===== src/rtl/asram_pkg.sv =====
package asram_pkg;

  typedef enum logic [1:0] {
    ST_IDLE   = 2'd0,
    ST_READ   = 2'd1,
    ST_WRITE  = 2'd2,
    ST_FINISH = 2'd3
  } ctrl_state_e;

  // Round a nanosecond minimum up to whole clock cycles, never below one
  function automatic int ns_to_cycles(input int t_ns, input int clk_ns);
    int c;
    c = (t_ns + clk_ns - 1) / clk_ns;
    if (c < 1) c = 1;
    return c;
  endfunction

  function automatic int max_int(input int a, input int b);
    return (a > b) ? a : b;
  endfunction

endpackage


===== src/rtl/asram_rst_sync.sv =====
module asram_rst_sync (
  input  logic clk,
  input  logic rst_n,
  output logic rst_n_sync
);

  logic [1:0] sync_q;

  always_ff @(posedge clk or negedge rst_n) begin
    if (!rst_n) sync_q <= 2'b00;
    else        sync_q <= {sync_q[0], 1'b1};
  end

  assign rst_n_sync = sync_q[1];

endmodule


===== src/rtl/asram_timer.sv =====
module asram_timer #(
  parameter int CW = 2
) (
  input  logic          clk,
  input  logic          rst_n,
  input  logic          load,
  input  logic [CW-1:0] load_val,
  input  logic          dec,
  output logic          zero
);

  logic [CW-1:0] cnt_q, cnt_d;

  always_comb begin
    cnt_d = cnt_q;
    if (load)                    cnt_d = load_val;
    else if (dec && cnt_q != '0) cnt_d = cnt_q - 1'b1;
  end

  always_ff @(posedge clk or negedge rst_n) begin
    if (!rst_n) cnt_q <= '0;
    else        cnt_q <= cnt_d;
  end

  assign zero = (cnt_q == '0);

endmodule


===== src/rtl/asram_fsm.sv =====
module asram_fsm
  import asram_pkg::*;
#(
  parameter int WR_CYC = 2,
  parameter int RD_CYC = 2,
  localparam int CW = $clog2(max_int(WR_CYC, RD_CYC) + 1)
) (
  input  logic        clk,
  input  logic        rst_n,
  input  logic        req_valid,
  input  logic        req_write,
  output logic        accept_now,
  output logic        capture,
  output ctrl_state_e state,
  output logic        last_wr
);

  ctrl_state_e   state_q, state_d;
  logic          last_wr_q;
  logic          t_load, t_dec, t_zero;
  logic [CW-1:0] t_val;

  asram_timer #(.CW(CW)) u_timer (
    .clk      (clk),
    .rst_n    (rst_n),
    .load     (t_load),
    .load_val (t_val),
    .dec      (t_dec),
    .zero     (t_zero)
  );

  always_comb begin
    state_d    = state_q;
    t_load     = 1'b0;
    t_dec      = 1'b0;
    t_val      = req_write ? CW'(WR_CYC - 1) : CW'(RD_CYC - 1);
    capture    = 1'b0;
    accept_now = 1'b0;
    unique case (state_q)
      ST_IDLE: begin
        if (req_valid) begin
          accept_now = 1'b1;
          t_load     = 1'b1;
          state_d    = req_write ? ST_WRITE : ST_READ;
        end
      end
      ST_READ: begin
        if (t_zero) begin
          capture = 1'b1;
          state_d = ST_FINISH;
        end else begin
          t_dec = 1'b1;
        end
      end
      ST_WRITE: begin
        if (t_zero) state_d = ST_FINISH;
        else        t_dec   = 1'b1;
      end
      ST_FINISH: state_d = ST_IDLE;
      default:   state_d = ST_IDLE;
    endcase
  end

  always_ff @(posedge clk or negedge rst_n) begin
    if (!rst_n) begin
      state_q   <= ST_IDLE;
      last_wr_q <= 1'b0;
    end else begin
      state_q <= state_d;
      if (accept_now) last_wr_q <= req_write;
    end
  end

  assign state   = state_q;
  assign last_wr = last_wr_q;

endmodule


===== src/rtl/asram_datapath.sv =====
module asram_datapath #(
  parameter int AW = 17,
  parameter int DW = 8
) (
  input  logic          clk,
  input  logic          rst_n,
  input  logic          load_req,
  input  logic [AW-1:0] req_addr,
  input  logic [DW-1:0] req_wdata,
  input  logic          capture,
  input  logic [DW-1:0] bus_in,
  output logic [AW-1:0] addr,
  output logic [DW-1:0] wdata,
  output logic [DW-1:0] rdata
);

  logic [AW-1:0] addr_q;
  logic [DW-1:0] wdata_q, rdata_q;

  always_ff @(posedge clk or negedge rst_n) begin
    if (!rst_n) begin
      addr_q  <= '0;
      wdata_q <= '0;
      rdata_q <= '0;
    end else begin
      if (load_req) begin
        addr_q  <= req_addr;
        wdata_q <= req_wdata;
      end
      if (capture) rdata_q <= bus_in;
    end
  end

  assign addr  = addr_q;
  assign wdata = wdata_q;
  assign rdata = rdata_q;

endmodule


===== src/rtl/asram_ctrl.sv =====
module asram_ctrl
  import asram_pkg::*;
#(
  parameter int AW       = 17,
  parameter int DW       = 8,
  parameter int CLK_NS   = 10,
  parameter int T_ACC_NS = 15,
  parameter int T_WP_NS  = 12,
  parameter int T_DS_NS  = 7,
  localparam int RD_CYC  = ns_to_cycles(T_ACC_NS, CLK_NS),
  localparam int WR_CYC  = max_int(ns_to_cycles(T_WP_NS, CLK_NS),
                                   ns_to_cycles(T_DS_NS, CLK_NS))
) (
  input  logic          clk,
  input  logic          rst_n,
  input  logic          req_valid,
  input  logic          req_write,
  input  logic [AW-1:0] req_addr,
  input  logic [DW-1:0] req_wdata,
  output logic          req_accept,
  output logic          done,
  output logic [DW-1:0] rd_data,
  output logic [AW-1:0] ram_addr,
  output logic          ram_ce1_n,
  output logic          ram_ce2,
  output logic          ram_oe_n,
  output logic          ram_we_n,
  output logic [DW-1:0] ram_dq_out,
  output logic          ram_dq_oe,
  input  logic [DW-1:0] ram_dq_in
);

  logic        rst_n_i;
  logic        accept_now, capture, last_wr;
  ctrl_state_e state;

  asram_rst_sync u_rst (
    .clk        (clk),
    .rst_n      (rst_n),
    .rst_n_sync (rst_n_i)
  );

  asram_fsm #(.WR_CYC(WR_CYC), .RD_CYC(RD_CYC)) u_fsm (
    .clk        (clk),
    .rst_n      (rst_n_i),
    .req_valid  (req_valid),
    .req_write  (req_write),
    .accept_now (accept_now),
    .capture    (capture),
    .state      (state),
    .last_wr    (last_wr)
  );

  asram_datapath #(.AW(AW), .DW(DW)) u_dp (
    .clk       (clk),
    .rst_n     (rst_n_i),
    .load_req  (accept_now),
    .req_addr  (req_addr),
    .req_wdata (req_wdata),
    .capture   (capture),
    .bus_in    (ram_dq_in),
    .addr      (ram_addr),
    .wdata     (ram_dq_out),
    .rdata     (rd_data)
  );

  // Pin strobes decoded from the state flops only
  assign req_accept = (state == ST_IDLE);
  assign done       = (state == ST_FINISH);
  assign ram_ce1_n  = !((state == ST_READ) || (state == ST_WRITE));
  assign ram_ce2    =  ((state == ST_READ) || (state == ST_WRITE));
  assign ram_oe_n   = !(state == ST_READ);
  assign ram_we_n   = !(state == ST_WRITE);
  assign ram_dq_oe  = (state == ST_WRITE) || ((state == ST_FINISH) && last_wr);

endmodule


===== config.mk =====
export PLATFORM = sky130hd
export DESIGN_NAME = asram_ctrl
export DESIGN_NICKNAME = d
export VERILOG_FILES = /design/src/rtl/asram_pkg.sv /design/src/rtl/asram_rst_sync.sv /design/src/rtl/asram_timer.sv /design/src/rtl/asram_fsm.sv /design/src/rtl/asram_datapath.sv /design/src/rtl/asram_ctrl.sv
export SDC_FILE = /design/constraint.sdc
export NUM_CORES = 1
export LEC_CHECK = 0
export ABC_CLOCK_PERIOD_IN_PS = 1650
export CAP_MARGIN = 10
export CELL_PAD_IN_SITES_DETAIL_PLACEMENT = 0
export CELL_PAD_IN_SITES_GLOBAL_PLACEMENT = 1
export CORE_UTILIZATION = 32
export CTS_BUF_LIST = sky130_fd_sc_hd__clkbuf_16
export CTS_CLUSTER_SIZE = 12
export DETAILED_ROUTE_END_ITERATION = 8
export PLACE_DENSITY = 0.83
export SYNTH_ARGS = -nofsm -noshare
export SYNTH_HDL_FRONTEND = slang
export SYNTH_SLANG_ARGS = --single-unit

===== constraint.sdc =====
create_clock -name clk -period 1.65 [get_ports clk]
set_input_delay 0.2475 -clock clk [delete_from_list [all_inputs] [get_ports clk]]
set_output_delay 0.2475 -clock clk [all_outputs]
set_load 0.01 [all_outputs]

==> metrics.txt <==
reg-to-reg startpoint u_fsm.state[0]; 1st-iter DRT viols 59; post-synth net total between 150 and 200; PortBufs 76; CP startpoint u_fsm.state[0]; Leak between 1 and 1.5 nW; placed instance area 0.00259 mm^2; CTS tree yes; total CTS buffers 5; syn avg cell area around 16 um^2; vias around 1100; Setup Crit Path Kind reg -> out; clk sink count 40; WL/cell 13.5 um; worst hold slack 135 ps; Root Buffer clkbuf_16; CP Capture Type output port; synth warn 0; final hold viol count 0; Clk pwr share 0.231; final wirelength between 3000 and 4000 um; GP Congestion 0.699; Inst Count DP 258; ANT cells 0; part of the power in registers 0.293; Initial Utilization 0.331; unrepaired setup endpoints after global routing no; status finished clean; Synth Flop Type dfrtp_1; Max Slew Vio Count 0; Post-DP HPWL 2680 um; period utilisation layout 0.956; num rows 26; Area growth, synth to finish 65.9%; top cell type's share of synthesized area 0.591; number of synthesized register bits 40; DRC 0; hold_buf cts 0; Layout Nets 238; Worst Slack Setup Final 73.2 ps; Skew-Pair Late Insertion Delay 280 ps; most frequent cell after synthesis dfrtp_1; Final Util 0.550; vias in the first global route 1202; Reg2Reg Setup Slack about 130 ps; final worst path period need between 1500 and 2000 ps; Clock Tree Buf Depth 2; sequential fraction of the synthesis area 0.591; chip width 74.7 um; P_int between 4 and 5 mW; ys async rst share 1.00; clk slew on worst S/H paths 60 ps; Filler Cell Count 440; dpl ws -17.0 ps; io pins 77; GR Util All Layers 0.143; number of flops mapped to enable cells by yosys 0; Non-Filler Instances 266; CP required approximately 1400 ps; max cap viols 0; Post-Syn Area 0.00169 mm^2; Post-CTS Setup Inserts 0; main area contributors after synthesis dfrtp_1 59%, mux2_4 17%, mux2_2 11%; CTS H-tree depth 2; R2R Path End u_dp.rdata[0]; total gr overflow 0; Yosys top cell by area dfrtp_1; layout cell share with drive strength beyond 1 0.291; routed vias/inst 4.19; number of distinct library cells after synthesis 16; Pre-Repair DR Iteration Count 2; Mapped Cells 108; post-route cell area about 0.0028 mm^2; sequential cell area 0.00100 mm^2; number of cells on the worst reg-to-reg path 4; Clock Skew between 7 and 8 ps; CTS-repair resized insts 12; Multi-input gate area 652 um^2; first-pass GRT wire length about 5800 um; Critical Path Start Type register; chip height 74.7 um; NetSw 1.74 mW; final antenna-violating net count 0; core area 0.00511 mm^2; largest net degree at the start of global routing 31; Sw Ratio 0.288; die area 0.00559 mm^2; maximum clock rate 0.634 GHz; Hold Crit Class in -> async; Combinational Power Share 0.476; most frequent cells after synthesis 40 x dfrtp_1, 19 x mux2_4, 17 x mux2_2, 9 x inv_1; initial antenna violation count 0; CP arrival 1330 ps; VDD IR max 0.00103 V; Pwr Density approximately 2200 mW/mm^2; CP Max Fanout 3; final setup fails 0
[per-layer routing]
metal  vias to the layer above  GRT usage  wire length (um)
met2                        51      0.226              1690
met3                         5     0.0576               314
met1                       529      0.178              1530
met5                         -          0                 0
li1                        530          -                 -
met4                         0     0.0503                39
[cell type report]
type	count	share of cell area
flip-flops and latches	40	0.356
repair buffers	82	0.292
multi-input cells	57	0.232
clock buffers	5	0.0445
clock inverters	3	0.0321
well taps	70	0.0312
inverters	9	0.0120
[critical path: stages (launching register included)]
cell	delay, ps
dfrtp_1	400
buf_4	150
ha_1	210
inv_1	60
clkdlybuf4s15_1	240
[power by group through the flow]
stage	logic, mW	registers (mW)	clock network, mW
finish	2.88	1.77	1.40
CTS	2.88	1.78	1.42
floorplan	1.25	1.94	0
global placement	2.84	1.73	0
detailed placement	2.93	1.76	0
global route	3.10	1.83	1.46
[metrics by stage]
stage          power (mW)  TNS (ps)
6_report             6.05         0
5_1_grt              6.39         0
4_1_cts              6.08         0
3_5_place_dp         4.68     -29.3
3_3_place_gp         4.57         0
2_1_floorplan        3.19         0
[how the worst max path moves through the flow]
stage                     end  depth (start not counted)
3_5_place_dp   u_fsm.state[0]                          5
4_1_cts             ram_ce1_n                          4
5_1_grt              ram_oe_n                          4
2_1_floorplan  u_fsm.state[0]                          5
6_report             ram_oe_n                          4
3_3_place_gp       req_accept                          3
[sequential cells by signal, summed over array words and instances (netlist names)]
signal and cells:
u_rst.sync_q 2, u_fsm.u_timer.cnt_q 2, u_fsm.last_wr 1, u_fsm.state 2
u_dp.wdata 8, u_dp.rdata 8, u_dp.addr 17
[cell families (layout without fill, tap and decap cells)]
kind of cell,count (synthesis),after routing,share of synthesized area
compound gates,3,3,0.0111
xor+xnor,1,1,0.00517
fa+ha+maj,6,6,0.0443
buf+inv,11,99,0.0333
flops,40,40,0.591
mux,36,36,0.282
other cells,1,1,0.00222
simple gates,10,10,0.0310
[layout by cell type (no fill, tap or decap), drive strengths merged, types with 3 or more instances in the layout]
| cell | instances |
|---|---|
| buf | 6 |
| bufinv | 3 |
| clkbuf | 6 |
| clkdlybuf4s50 | 69 |
| dfrtp | 40 |
| dlygate4sd2 | 5 |
| ha | 6 |
| inv | 9 |
| mux2 | 36 |
| nand2 | 7 |
No activity file was read; power rests on OpenSTA's default activity.
